`src/rtl/dmarb_pkg.sv`:
```
package dmarb_pkg;

  localparam int REGS_PER_CH = 4;

  typedef enum logic [1:0] {
    SEL_CTL = 2'd0,
    SEL_SRC = 2'd1,
    SEL_DST = 2'd2,
    SEL_CNT = 2'd3
  } reg_sel_e;

  localparam int CTL_EN_BIT   = 0;
  localparam int CTL_REQ_BIT  = 1;
  localparam int CTL_MODE_LSB = 2;

  localparam int PROT_CPU_BIT = 0;
  localparam int PROT_DMA_BIT = 1;
  localparam int PROT_W       = 2;

endpackage

```
`src/rtl/dmarb_decode.sv`:
```
module dmarb_decode
  import dmarb_pkg::*;
#(
  parameter int NCH = 4,
  parameter int AW  = 5,
  parameter int CW  = 2
) (
  input  logic [AW-1:0] addr,
  output logic          ch_hit,
  output logic [CW-1:0] ch,
  output reg_sel_e      sel,
  output logic          irq_hit,
  output logic          prot_hit
);

  localparam int CH_SPAN   = NCH * REGS_PER_CH;
  localparam int IRQ_ADDR  = CH_SPAN;
  localparam int PROT_ADDR = CH_SPAN + 1;

  logic [AW-1:0] ch_field;

  always_comb begin
    ch_field = addr >> 2;
    ch_hit   = (int'(addr) < CH_SPAN);
    ch       = ch_field[CW-1:0];
    sel      = reg_sel_e'(addr[1:0]);
    irq_hit  = (addr == AW'(IRQ_ADDR));
    prot_hit = (addr == AW'(PROT_ADDR));
  end

endmodule

```
`src/rtl/dmarb_channel.sv`:
```
module dmarb_channel
  import dmarb_pkg::*;
#(
  parameter int IDX    = 0,
  parameter int REG_W  = 16,
  parameter int MODE_W = 3,
  parameter int CW     = 2
) (
  input  logic              clk,
  input  logic              rst_n,
  input  logic              cpu_wr,
  input  reg_sel_e          cpu_sel,
  input  logic [REG_W-1:0]  cpu_wdata,
  input  logic              dma_wr,
  input  reg_sel_e          dma_sel,
  input  logic [REG_W-1:0]  dma_wdata,
  input  logic [CW-1:0]     dma_ch,
  input  logic              req_set,
  output logic              en,
  output logic              req,
  output logic [MODE_W-1:0] mode,
  output logic [REG_W-1:0]  src,
  output logic [REG_W-1:0]  dst,
  output logic [REG_W-1:0]  cnt,
  output logic              cpu_viol,
  output logic              dma_blk
);

  logic              self_hit;
  logic              dma_ok;
  logic [3:0]        d_hit;
  logic [3:0]        c_hit;
  logic              ctl_we;
  logic              ctl_en_w;
  logic              ctl_req_w;
  logic [MODE_W-1:0] ctl_mode_w;
  logic [MODE_W-1:0] cpu_mode_w;

  always_comb begin
    self_hit = dma_wr && (dma_ch == CW'(IDX));
    dma_ok   = dma_wr && !self_hit;
    for (int r = 0; r < 4; r++) begin
      d_hit[r] = dma_ok && (dma_sel == reg_sel_e'(r));
      c_hit[r] = cpu_wr && (cpu_sel == reg_sel_e'(r)) && !d_hit[r];
    end
  end

  always_comb begin
    ctl_we     = d_hit[SEL_CTL] || c_hit[SEL_CTL];
    cpu_mode_w = cpu_wdata[CTL_MODE_LSB +: MODE_W];
    if (d_hit[SEL_CTL]) begin
      ctl_en_w   = dma_wdata[CTL_EN_BIT];
      ctl_req_w  = dma_wdata[CTL_REQ_BIT];
      ctl_mode_w = dma_wdata[CTL_MODE_LSB +: MODE_W];
    end else begin
      ctl_en_w   = cpu_wdata[CTL_EN_BIT];
      ctl_req_w  = cpu_wdata[CTL_REQ_BIT];
      ctl_mode_w = cpu_mode_w;
    end
    cpu_viol = en && ((c_hit[SEL_SRC] || c_hit[SEL_DST]) ||
                      (c_hit[SEL_CTL] && (cpu_mode_w != mode)));
    dma_blk  = self_hit;
  end

  always_ff @(posedge clk) begin
    if (!rst_n) begin
      en   <= 1'b0;
      req  <= 1'b0;
      mode <= '0;
      src  <= '0;
      dst  <= '0;
      cnt  <= '0;
    end else begin
      if (ctl_we) begin
        en <= ctl_en_w;
        if (!en) mode <= ctl_mode_w;
      end
      if (req_set)                 req <= 1'b1;
      else if (ctl_we && !ctl_req_w) req <= 1'b0;

      if (d_hit[SEL_SRC])             src <= dma_wdata;
      else if (c_hit[SEL_SRC] && !en) src <= cpu_wdata;

      if (d_hit[SEL_DST])             dst <= dma_wdata;
      else if (c_hit[SEL_DST] && !en) dst <= cpu_wdata;

      if (!en) begin
        if (d_hit[SEL_CNT])      cnt <= dma_wdata;
        else if (c_hit[SEL_CNT]) cnt <= cpu_wdata;
      end
    end
  end

  // the count is frozen across any cycle that starts enabled
  p_cnt_locked_r4: assert property (@(posedge clk) disable iff (!rst_n)
    en |=> $stable(cnt));

  // a hardware request always lands, whatever software wrote
  p_req_set_wins_r6: assert property (@(posedge clk) disable iff (!rst_n)
    req_set |=> req);

  // processor source write to an enabled channel has no effect
  p_cpu_src_guard_r5: assert property (@(posedge clk) disable iff (!rst_n)
    (cpu_wr && en && cpu_sel == SEL_SRC && !dma_wr) |=> $stable(src));

  // a channel cannot alter its own registers through the DMA port
  p_self_blocked_r9: assert property (@(posedge clk) disable iff (!rst_n)
    (self_hit && !cpu_wr) |=>
      ($stable(src) && $stable(dst) && $stable(cnt) && $stable(mode) && $stable(en)));

  // cross-channel address reload lands even when enabled
  p_dma_cross_r8: assert property (@(posedge clk) disable iff (!rst_n)
    (dma_wr && !self_hit && dma_sel == SEL_DST) |=> (dst == $past(dma_wdata)));

endmodule

```
`src/rtl/dmarb_status.sv`:
```
module dmarb_status
  import dmarb_pkg::*;
#(
  parameter int NCH = 4
) (
  input  logic              clk,
  input  logic              rst_n,
  input  logic              irq_wr,
  input  logic [NCH-1:0]    irq_wdata,
  input  logic [NCH-1:0]    irq_set,
  input  logic              prot_wr,
  input  logic [PROT_W-1:0] prot_wdata,
  input  logic [NCH-1:0]    cpu_viol,
  input  logic [NCH-1:0]    dma_blk,
  output logic [NCH-1:0]    irq_status,
  output logic [PROT_W-1:0] prot
);

  logic [NCH-1:0]    irq_kept;
  logic [PROT_W-1:0] prot_kept;
  logic [PROT_W-1:0] prot_set;

  always_comb begin
    irq_kept  = irq_wr ? (irq_status & irq_wdata) : irq_status;
    prot_kept = prot_wr ? (prot & prot_wdata) : prot;
    prot_set               = '0;
    prot_set[PROT_CPU_BIT] = |cpu_viol;
    prot_set[PROT_DMA_BIT] = |dma_blk;
  end

  always_ff @(posedge clk) begin
    if (!rst_n) begin
      irq_status <= '0;
      prot       <= '0;
    end else begin
      irq_status <= irq_kept | irq_set;
      prot       <= prot_kept | prot_set;
    end
  end

  for (genvar i = 0; i < NCH; i++) begin : g_irq_chk
    // set event beats a same-cycle clear
    p_irq_set_wins_r7: assert property (@(posedge clk) disable iff (!rst_n)
      irq_set[i] |=> irq_status[i]);
    // a status bit never rises without its event
    p_irq_no_rise_r7: assert property (@(posedge clk) disable iff (!rst_n)
      (!irq_status[i] && !irq_set[i]) |=> !irq_status[i]);
  end

  for (genvar b = 0; b < PROT_W; b++) begin : g_prot_chk
    // protection bits are sticky until written with 0
    p_prot_sticky_r10: assert property (@(posedge clk) disable iff (!rst_n)
      (prot[b] && !prot_wr) |=> prot[b]);
  end

endmodule

```
`src/rtl/dma_reg_bank.sv`:
```
module dma_reg_bank
  import dmarb_pkg::*;
#(
  parameter  int NCH    = 4,
  parameter  int REG_W  = 16,
  parameter  int MODE_W = 3,
  localparam int AW     = $clog2(NCH * REGS_PER_CH + 2),
  localparam int CW     = (NCH > 1) ? $clog2(NCH) : 1
) (
  input  logic             clk,
  input  logic             rst_n,
  input  logic [AW-1:0]    cpu_addr,
  input  logic [REG_W-1:0] cpu_wdata,
  input  logic             cpu_we,
  output logic [REG_W-1:0] cpu_rdata,
  input  logic [AW-1:0]    dma_addr,
  input  logic [REG_W-1:0] dma_wdata,
  input  logic             dma_we,
  input  logic [CW-1:0]    dma_ch,
  input  logic [NCH-1:0]   req_set,
  input  logic [NCH-1:0]   irq_set,
  output logic [NCH-1:0]   ch_enable,
  output logic [NCH-1:0]   ch_request,
  output logic             irq_pending
);

  logic          c_ch_hit, c_irq_hit, c_prot_hit;
  logic [CW-1:0] c_ch;
  reg_sel_e      c_sel;
  logic          d_ch_hit, d_irq_hit, d_prot_hit;
  logic [CW-1:0] d_ch;
  reg_sel_e      d_sel;

  dmarb_decode #(.NCH(NCH), .AW(AW), .CW(CW)) u_cpu_dec (
    .addr(cpu_addr), .ch_hit(c_ch_hit), .ch(c_ch), .sel(c_sel),
    .irq_hit(c_irq_hit), .prot_hit(c_prot_hit)
  );

  dmarb_decode #(.NCH(NCH), .AW(AW), .CW(CW)) u_dma_dec (
    .addr(dma_addr), .ch_hit(d_ch_hit), .ch(d_ch), .sel(d_sel),
    .irq_hit(d_irq_hit), .prot_hit(d_prot_hit)
  );

  logic [MODE_W-1:0] mode_q [NCH];
  logic [REG_W-1:0]  src_q  [NCH];
  logic [REG_W-1:0]  dst_q  [NCH];
  logic [REG_W-1:0]  cnt_q  [NCH];
  logic [NCH-1:0]    cpu_viol;
  logic [NCH-1:0]    dma_blk;
  logic [NCH-1:0]    irq_status;
  logic [PROT_W-1:0] prot_q;

  for (genvar g = 0; g < NCH; g++) begin : g_ch
    logic cpu_wr_g;
    logic dma_wr_g;
    assign cpu_wr_g = cpu_we && c_ch_hit && (c_ch == CW'(g));
    assign dma_wr_g = dma_we && d_ch_hit && (d_ch == CW'(g));

    dmarb_channel #(.IDX(g), .REG_W(REG_W), .MODE_W(MODE_W), .CW(CW)) u_chan (
      .clk(clk), .rst_n(rst_n),
      .cpu_wr(cpu_wr_g), .cpu_sel(c_sel), .cpu_wdata(cpu_wdata),
      .dma_wr(dma_wr_g), .dma_sel(d_sel), .dma_wdata(dma_wdata), .dma_ch(dma_ch),
      .req_set(req_set[g]),
      .en(ch_enable[g]), .req(ch_request[g]), .mode(mode_q[g]),
      .src(src_q[g]), .dst(dst_q[g]), .cnt(cnt_q[g]),
      .cpu_viol(cpu_viol[g]), .dma_blk(dma_blk[g])
    );
  end

  dmarb_status #(.NCH(NCH)) u_status (
    .clk(clk), .rst_n(rst_n),
    .irq_wr(cpu_we && c_irq_hit), .irq_wdata(cpu_wdata[NCH-1:0]), .irq_set(irq_set),
    .prot_wr(cpu_we && c_prot_hit), .prot_wdata(cpu_wdata[PROT_W-1:0]),
    .cpu_viol(cpu_viol), .dma_blk(dma_blk),
    .irq_status(irq_status), .prot(prot_q)
  );

  assign irq_pending = |irq_status;

  always_comb begin
    cpu_rdata = '0;
    if (c_ch_hit) begin
      unique case (c_sel)
        SEL_CTL: begin
          cpu_rdata[CTL_EN_BIT]              = ch_enable[c_ch];
          cpu_rdata[CTL_REQ_BIT]             = ch_request[c_ch];
          cpu_rdata[CTL_MODE_LSB +: MODE_W]  = mode_q[c_ch];
        end
        SEL_SRC: cpu_rdata = src_q[c_ch];
        SEL_DST: cpu_rdata = dst_q[c_ch];
        SEL_CNT: cpu_rdata = cnt_q[c_ch];
        default: cpu_rdata = '0;
      endcase
    end else if (c_irq_hit) begin
      cpu_rdata[NCH-1:0] = irq_status;
    end else if (c_prot_hit) begin
      cpu_rdata[PROT_W-1:0] = prot_q;
    end
  end

  // a DMA-port write into the issuing channel's own window is flagged
  p_self_flag_r9: assert property (@(posedge clk) disable iff (!rst_n)
    (dma_we && d_ch_hit && d_ch == dma_ch) |=> prot_q[PROT_DMA_BIT]);

  // status words are not reachable from the DMA port
  p_dma_no_status_r11: assert property (@(posedge clk) disable iff (!rst_n)
    (dma_we && d_irq_hit && !(cpu_we && c_irq_hit) && irq_set == '0) |=> $stable(irq_status));

endmodule

```
`config.mk`:
```
export PLATFORM = sky130hd
export DESIGN_NAME = dma_reg_bank
export DESIGN_NICKNAME = d
export VERILOG_FILES = /design/src/rtl/dmarb_pkg.sv /design/src/rtl/dmarb_decode.sv /design/src/rtl/dmarb_channel.sv /design/src/rtl/dmarb_status.sv /design/src/rtl/dma_reg_bank.sv
export SDC_FILE = /design/constraint.sdc
export NUM_CORES = 1
export LEC_CHECK = 0
export CAP_MARGIN = 5
export CORE_UTILIZATION = 54
export DETAILED_ROUTE_END_ITERATION = 12
export PLACE_DENSITY = 0.77
export SYNTH_ARGS = -nofsm -noshare
export SYNTH_HDL_FRONTEND = slang
export SYNTH_SLANG_ARGS = --single-unit
```
`constraint.sdc`:
```
create_clock -name clk -period 2.1 [get_ports clk]
set_clock_uncertainty 0.1 [all_clocks]
set_input_delay 0.21 -clock clk [delete_from_list [all_inputs] [get_ports clk]]
set_output_delay 0.21 -clock clk [all_outputs]
set_load 0.01 [all_outputs]
```
==> results.txt <==
----------------------------------------------------
[Run status]
  Status ... finished, violations left
  Failing checks ... setup timing

[GRT]
  Antenna violations before repair ... 1
  Total congestion overflow after global routing ... 0
  Met1 layer usage reported by global route ... 46.2%
  Gr usage total ... roughly a third
  Met2 Track Usage GR ... between 50% and 60%
  Via count of the first global-routing pass ... 10600
  Met3 track demand over resource ... between 6 and 7%
  Busiest layer in global routing ... met2
  Largest net degree at the start of global routing ... 46
  First-pass GRT wire length ... between 60000 and 70000 um

[STA]
  Final hold violation count ... 0
  Setup repair after global routing missed its margin ... yes
  Minimum clock period ... roughly 2.4 ns
  Worst setup margin ... -0.331 ns
  Final setup violation count ... 16
  Setup TNS after final layout ... -3.38 ns
  Final worst path period share ... 116%
  Worst relative slew slack ... between 50% and 60%
  Total count of max-transition violations in the final report ... 0
  Timing-limited maximum frequency ... approximately 410 MHz
  Worst-Margin Slew ... 0.657 ns

[Route]
  DRC errors left ... 0
  Drt via density ... around 6.6
  Iteration-0 DRC count of the detailed router ... 1121
  Total length of routed wires ... about 40000 um
  Via count ... 10900
  Antenna viol nets, final ... 0
  Number of iterations in the first detailed-routing pass ... 5
  Wire per inst ... about 24 um

[Clock network]
  Clock transition time at the flip-flop clock pins of the worst setup and hold paths ... approximately 0.06 ns
  Total CTS buffers ... 24
  Source-to-sink clock delay at the later pin of the worst-skew pair ... roughly 0.52 ns
  Clock Sinks ... between 200 and 250
  CTS tree ... yes
  CTS Buffer Depth ... 3
  Root buf cell ... sky130_fd_sc_hd__clkbuf_16
  H-tree depth reported by CTS ... 1

[Critical path]
  Crit. End Element ... output port
  Max Fanout on Critical Path ... 2
  Worst EP required ... approximately 1.8 ns
  Crit path DAT ... approximately 2.1 ns
  Startpoint types ... register
  Worst Setup Path Type ... register to output port

[Synth]
  Share of the yosys chip area belonging to registers ... around 35%
  Unique masters post-synth ... 48
  Commonest register cell after synthesis ... sky130_fd_sc_hd__dfxtp_1
  Mapped cell area ... around 12000 um^2
  Synth Area per Inst ... 9.81 um^2
  Synthesis Warnings ... 0
  Async set-or-reset flop fraction in the synthesized netlist ... 0%
  EDFF count, synth ... 0
  Number of register bits inferred by synthesis ... between 200 and 250
  Synthesized instance count ... about 1300
  Post-Syn Nets ... around 1300

[Power and ir drop]
  Switching Power ... roughly 2.5 mW
  Part of the power in registers ... roughly 44%
  Internal power component ... 7.17 mW
  Combinational Power Share ... a little under an eighth
  Peak ir drop on the vdd network ... between 0.4 and 0.5 mV
  Switching part of the total power ... around a quarter
  Clk pwr share ... 43.6%
  Leakage power figure ... between 5 and 6 nW
  PD cells ... about 640 nW/um^2

[Die]
  Height of the die ... 153 um
  Top Ports ... between 80 and 90
  Rows ... 54
  Area of the placeable core ... between 20000 and 25000 um^2
  Die Area ... between 20000 and 25000 um^2
  DIE WIDTH ... approximately 150 um
  Initial Util ... 55.8%

[Worst hold path]
  Class of the most critical hold timing path ... input pin to register

[Placement]
  # placed instances ... about 1600
  Detail Placement HPWL ... between 20000 and 30000 um
  Final weighted congestion in routability-driven placement ... slightly above 0.9
  Count of port buffers added during placement ... 80

[Layout]
  Proportion of layout cells with a drive suffix above 1 ... about 26%
  Layout Cells excl Fill ... 1649
  Area Growth Syn to Fin ... 22.3%
  Fin nets ... between 1000 and 1500

[Job]
  Count of max-cap constraint violations ... 0

----------------------------------------------------
sequential cells by signal, indices dropped and copies added, names as in the netlist:
signal / flops
g_ch.u_chan.req: 4
u_status.prot: 2
g_ch.u_chan.src: 64
u_status.irq_status: 4
g_ch.u_chan.mode: 12
g_ch.u_chan.en: 4
g_ch.u_chan.cnt: 64
g_ch.u_chan.dst: 64
placed cells by master, fill, tap and decap left out, drive strengths merged, types with 3 or more instances in the layout:
master,synthesis,final
nand2,17,17
o211ai,5,5
a311oi,4,4
nor2,226,226
a31oi,4,4
mux2i,204,204
and3,5,5
clkdlybuf4s50,0,59
dfxtp,218,218
nor3,9,9
o21a,4,4
xnor2,8,8
xor2,6,6
clkinv,1,5
inv,9,11
mux4,58,58
nor2b,6,6
and2,3,3
nand3,25,25
a21oi,17,17
nor4b,3,3
a211oi,204,204
o21ai,14,14
mux2,11,11
clkbuf,100,33
and4bb,5,5
a22oi,15,15
buf,56,162
clkinvlp,0,3
nand2b,5,5
worst max-delay path, stage by stage, from the launching register on:
cell	delay [ns]
sky130_fd_sc_hd__dfxtp_2	0.33
sky130_fd_sc_hd__mux4_2	0.47
sky130_fd_sc_hd__mux4_2	0.54
sky130_fd_sc_hd__inv_2	0.08
sky130_fd_sc_hd__o21ai_2	0.05
sky130_fd_sc_hd__buf_2	0.14
timing repair:
item / 4_1_cts / 5_1_grt
resized for setup: 100 / 26
gates cloned: 0 / 0
setup buffers: 0 / 1
hold buffers: 0 / 0
setup endpoints to repair: 17 / 32
pin swaps: 8 / 9
power groups by stage:
| stage | clock network (mW) | logic [mW] | registers [mW] |
|---|---|---|---|
| 2_1_floorplan | 0 | 0.647 | 4.35 |
| 3_3_place_gp | 0 | 1.09 | 4.36 |
| 3_5_place_dp | 0 | 1.11 | 4.36 |
| 4_1_cts | 4.24 | 1.13 | 4.27 |
| 5_1_grt | 4.39 | 1.22 | 4.28 |
| 6_report | 4.21 | 1.16 | 4.28 |
final cells by class:
class	instances	area (um^2)
Inverter	10	42.5
Antenna cell	1	2.50
Fill cell	1573	7010
Multi-Input combinational cell	873	7280
Tap cell	280	350
Clock buffer	33	684
Timing Repair Buffer	224	2230
Sequential cell	218	4390
Clock inverter	10	104
cell usage after synthesis, types with 5 or more instances:
library cell               count  share of area (%)
sky130_fd_sc_hd__dfxtp_1     218                 35
sky130_fd_sc_hd__mux2i_1     204                 17
sky130_fd_sc_hd__a211oi_2     20                2.0
sky130_fd_sc_hd__buf_6         7               0.64
sky130_fd_sc_hd__nand2_1      17               0.52
sky130_fd_sc_hd__inv_1         9               0.27
sky130_fd_sc_hd__mux2_2       11                1.0
sky130_fd_sc_hd__o211ai_1      5               0.30
sky130_fd_sc_hd__and3_1        5               0.25
sky130_fd_sc_hd__xor2_1        6               0.43
sky130_fd_sc_hd__o21ai_0      14               0.57
sky130_fd_sc_hd__buf_4        18                1.1
sky130_fd_sc_hd__nor2b_1       6               0.30
sky130_fd_sc_hd__a21oi_1      16               0.65
sky130_fd_sc_hd__buf_1         9               0.27
sky130_fd_sc_hd__nor2_1      226                6.9
sky130_fd_sc_hd__buf_2        20               0.81
sky130_fd_sc_hd__clkbuf_1     94                2.9
sky130_fd_sc_hd__nand2b_1      5               0.25
sky130_fd_sc_hd__mux4_2       55                 10
sky130_fd_sc_hd__a22oi_1      15               0.91
sky130_fd_sc_hd__nand3_1      25                1.0
sky130_fd_sc_hd__a211oi_1    184                 11
sky130_fd_sc_hd__nor3_4        8                1.1
sky130_fd_sc_hd__and4bb_2      5               0.51
sky130_fd_sc_hd__clkbuf_4      6               0.37
sky130_fd_sc_hd__xnor2_1       8               0.57
final timing paths:
check	startpoint	to	slack [ns]	depth (start not counted)
max	g_ch[3].u_chan.src[0]$_SDFFE_PN0P_	cpu_rdata[0]	-0.33	5
min	irq_set[2]	u_status.irq_status[2]$_SDFF_PN0_	0.13	3
max reg2reg	g_ch[3].u_chan.mode[1]$_SDFFE_PN0P_	u_status.prot[0]$_SDFF_PN0_	0.45	5
min reg2reg	g_ch[1].u_chan.cnt[0]$_SDFFE_PN0P_	g_ch[1].u_chan.cnt[0]$_SDFFE_PN0P_	0.40	2
logic make-up (layout without fill, tap and decap cells):
| logic type | count (synthesis) | after routing | synth area share (%) |
|---|---|---|---|
| buffers and inverters | 166 | 277 | 6.59 |
| AOI/OAI and AO/OA | 270 | 270 | 16.7 |
| DFF | 218 | 218 | 35.4 |
| and+or+nand+nor | 316 | 316 | 12.1 |
| muxes | 273 | 273 | 28.2 |
| xor gates and xnor gates | 14 | 14 | 0.994 |
| other | 0 | 1 | 0 |
per-layer routing:
metal  share of wire, %  wire length, um
met1                 41            16200
met5                  0                0
met3                 11             4120
met4                3.5             1370
met2                 45            17500
per-stage QoR:
step / utilization (%) / total power, mW / instance area [um^2] / hold slack (ns) / setup slack, ns
after floorplan: - / 4.99 / 12300 / 0.228 / 0.00887
after global placement: 64.5 / 5.45 / 14200 / 0.384 / -0.518
after detailed placement: 64.5 / 5.48 / 14200 / 0.388 / -0.518
after CTS: 68.0 / 9.64 / 15000 / 0.125 / -0.336
after global routing: 68.2 / 9.90 / 15100 / 0.148 / -0.372
final: 68.3 / 9.64 / 15100 / 0.128 / -0.331
(Power assumes the default switching activity.)
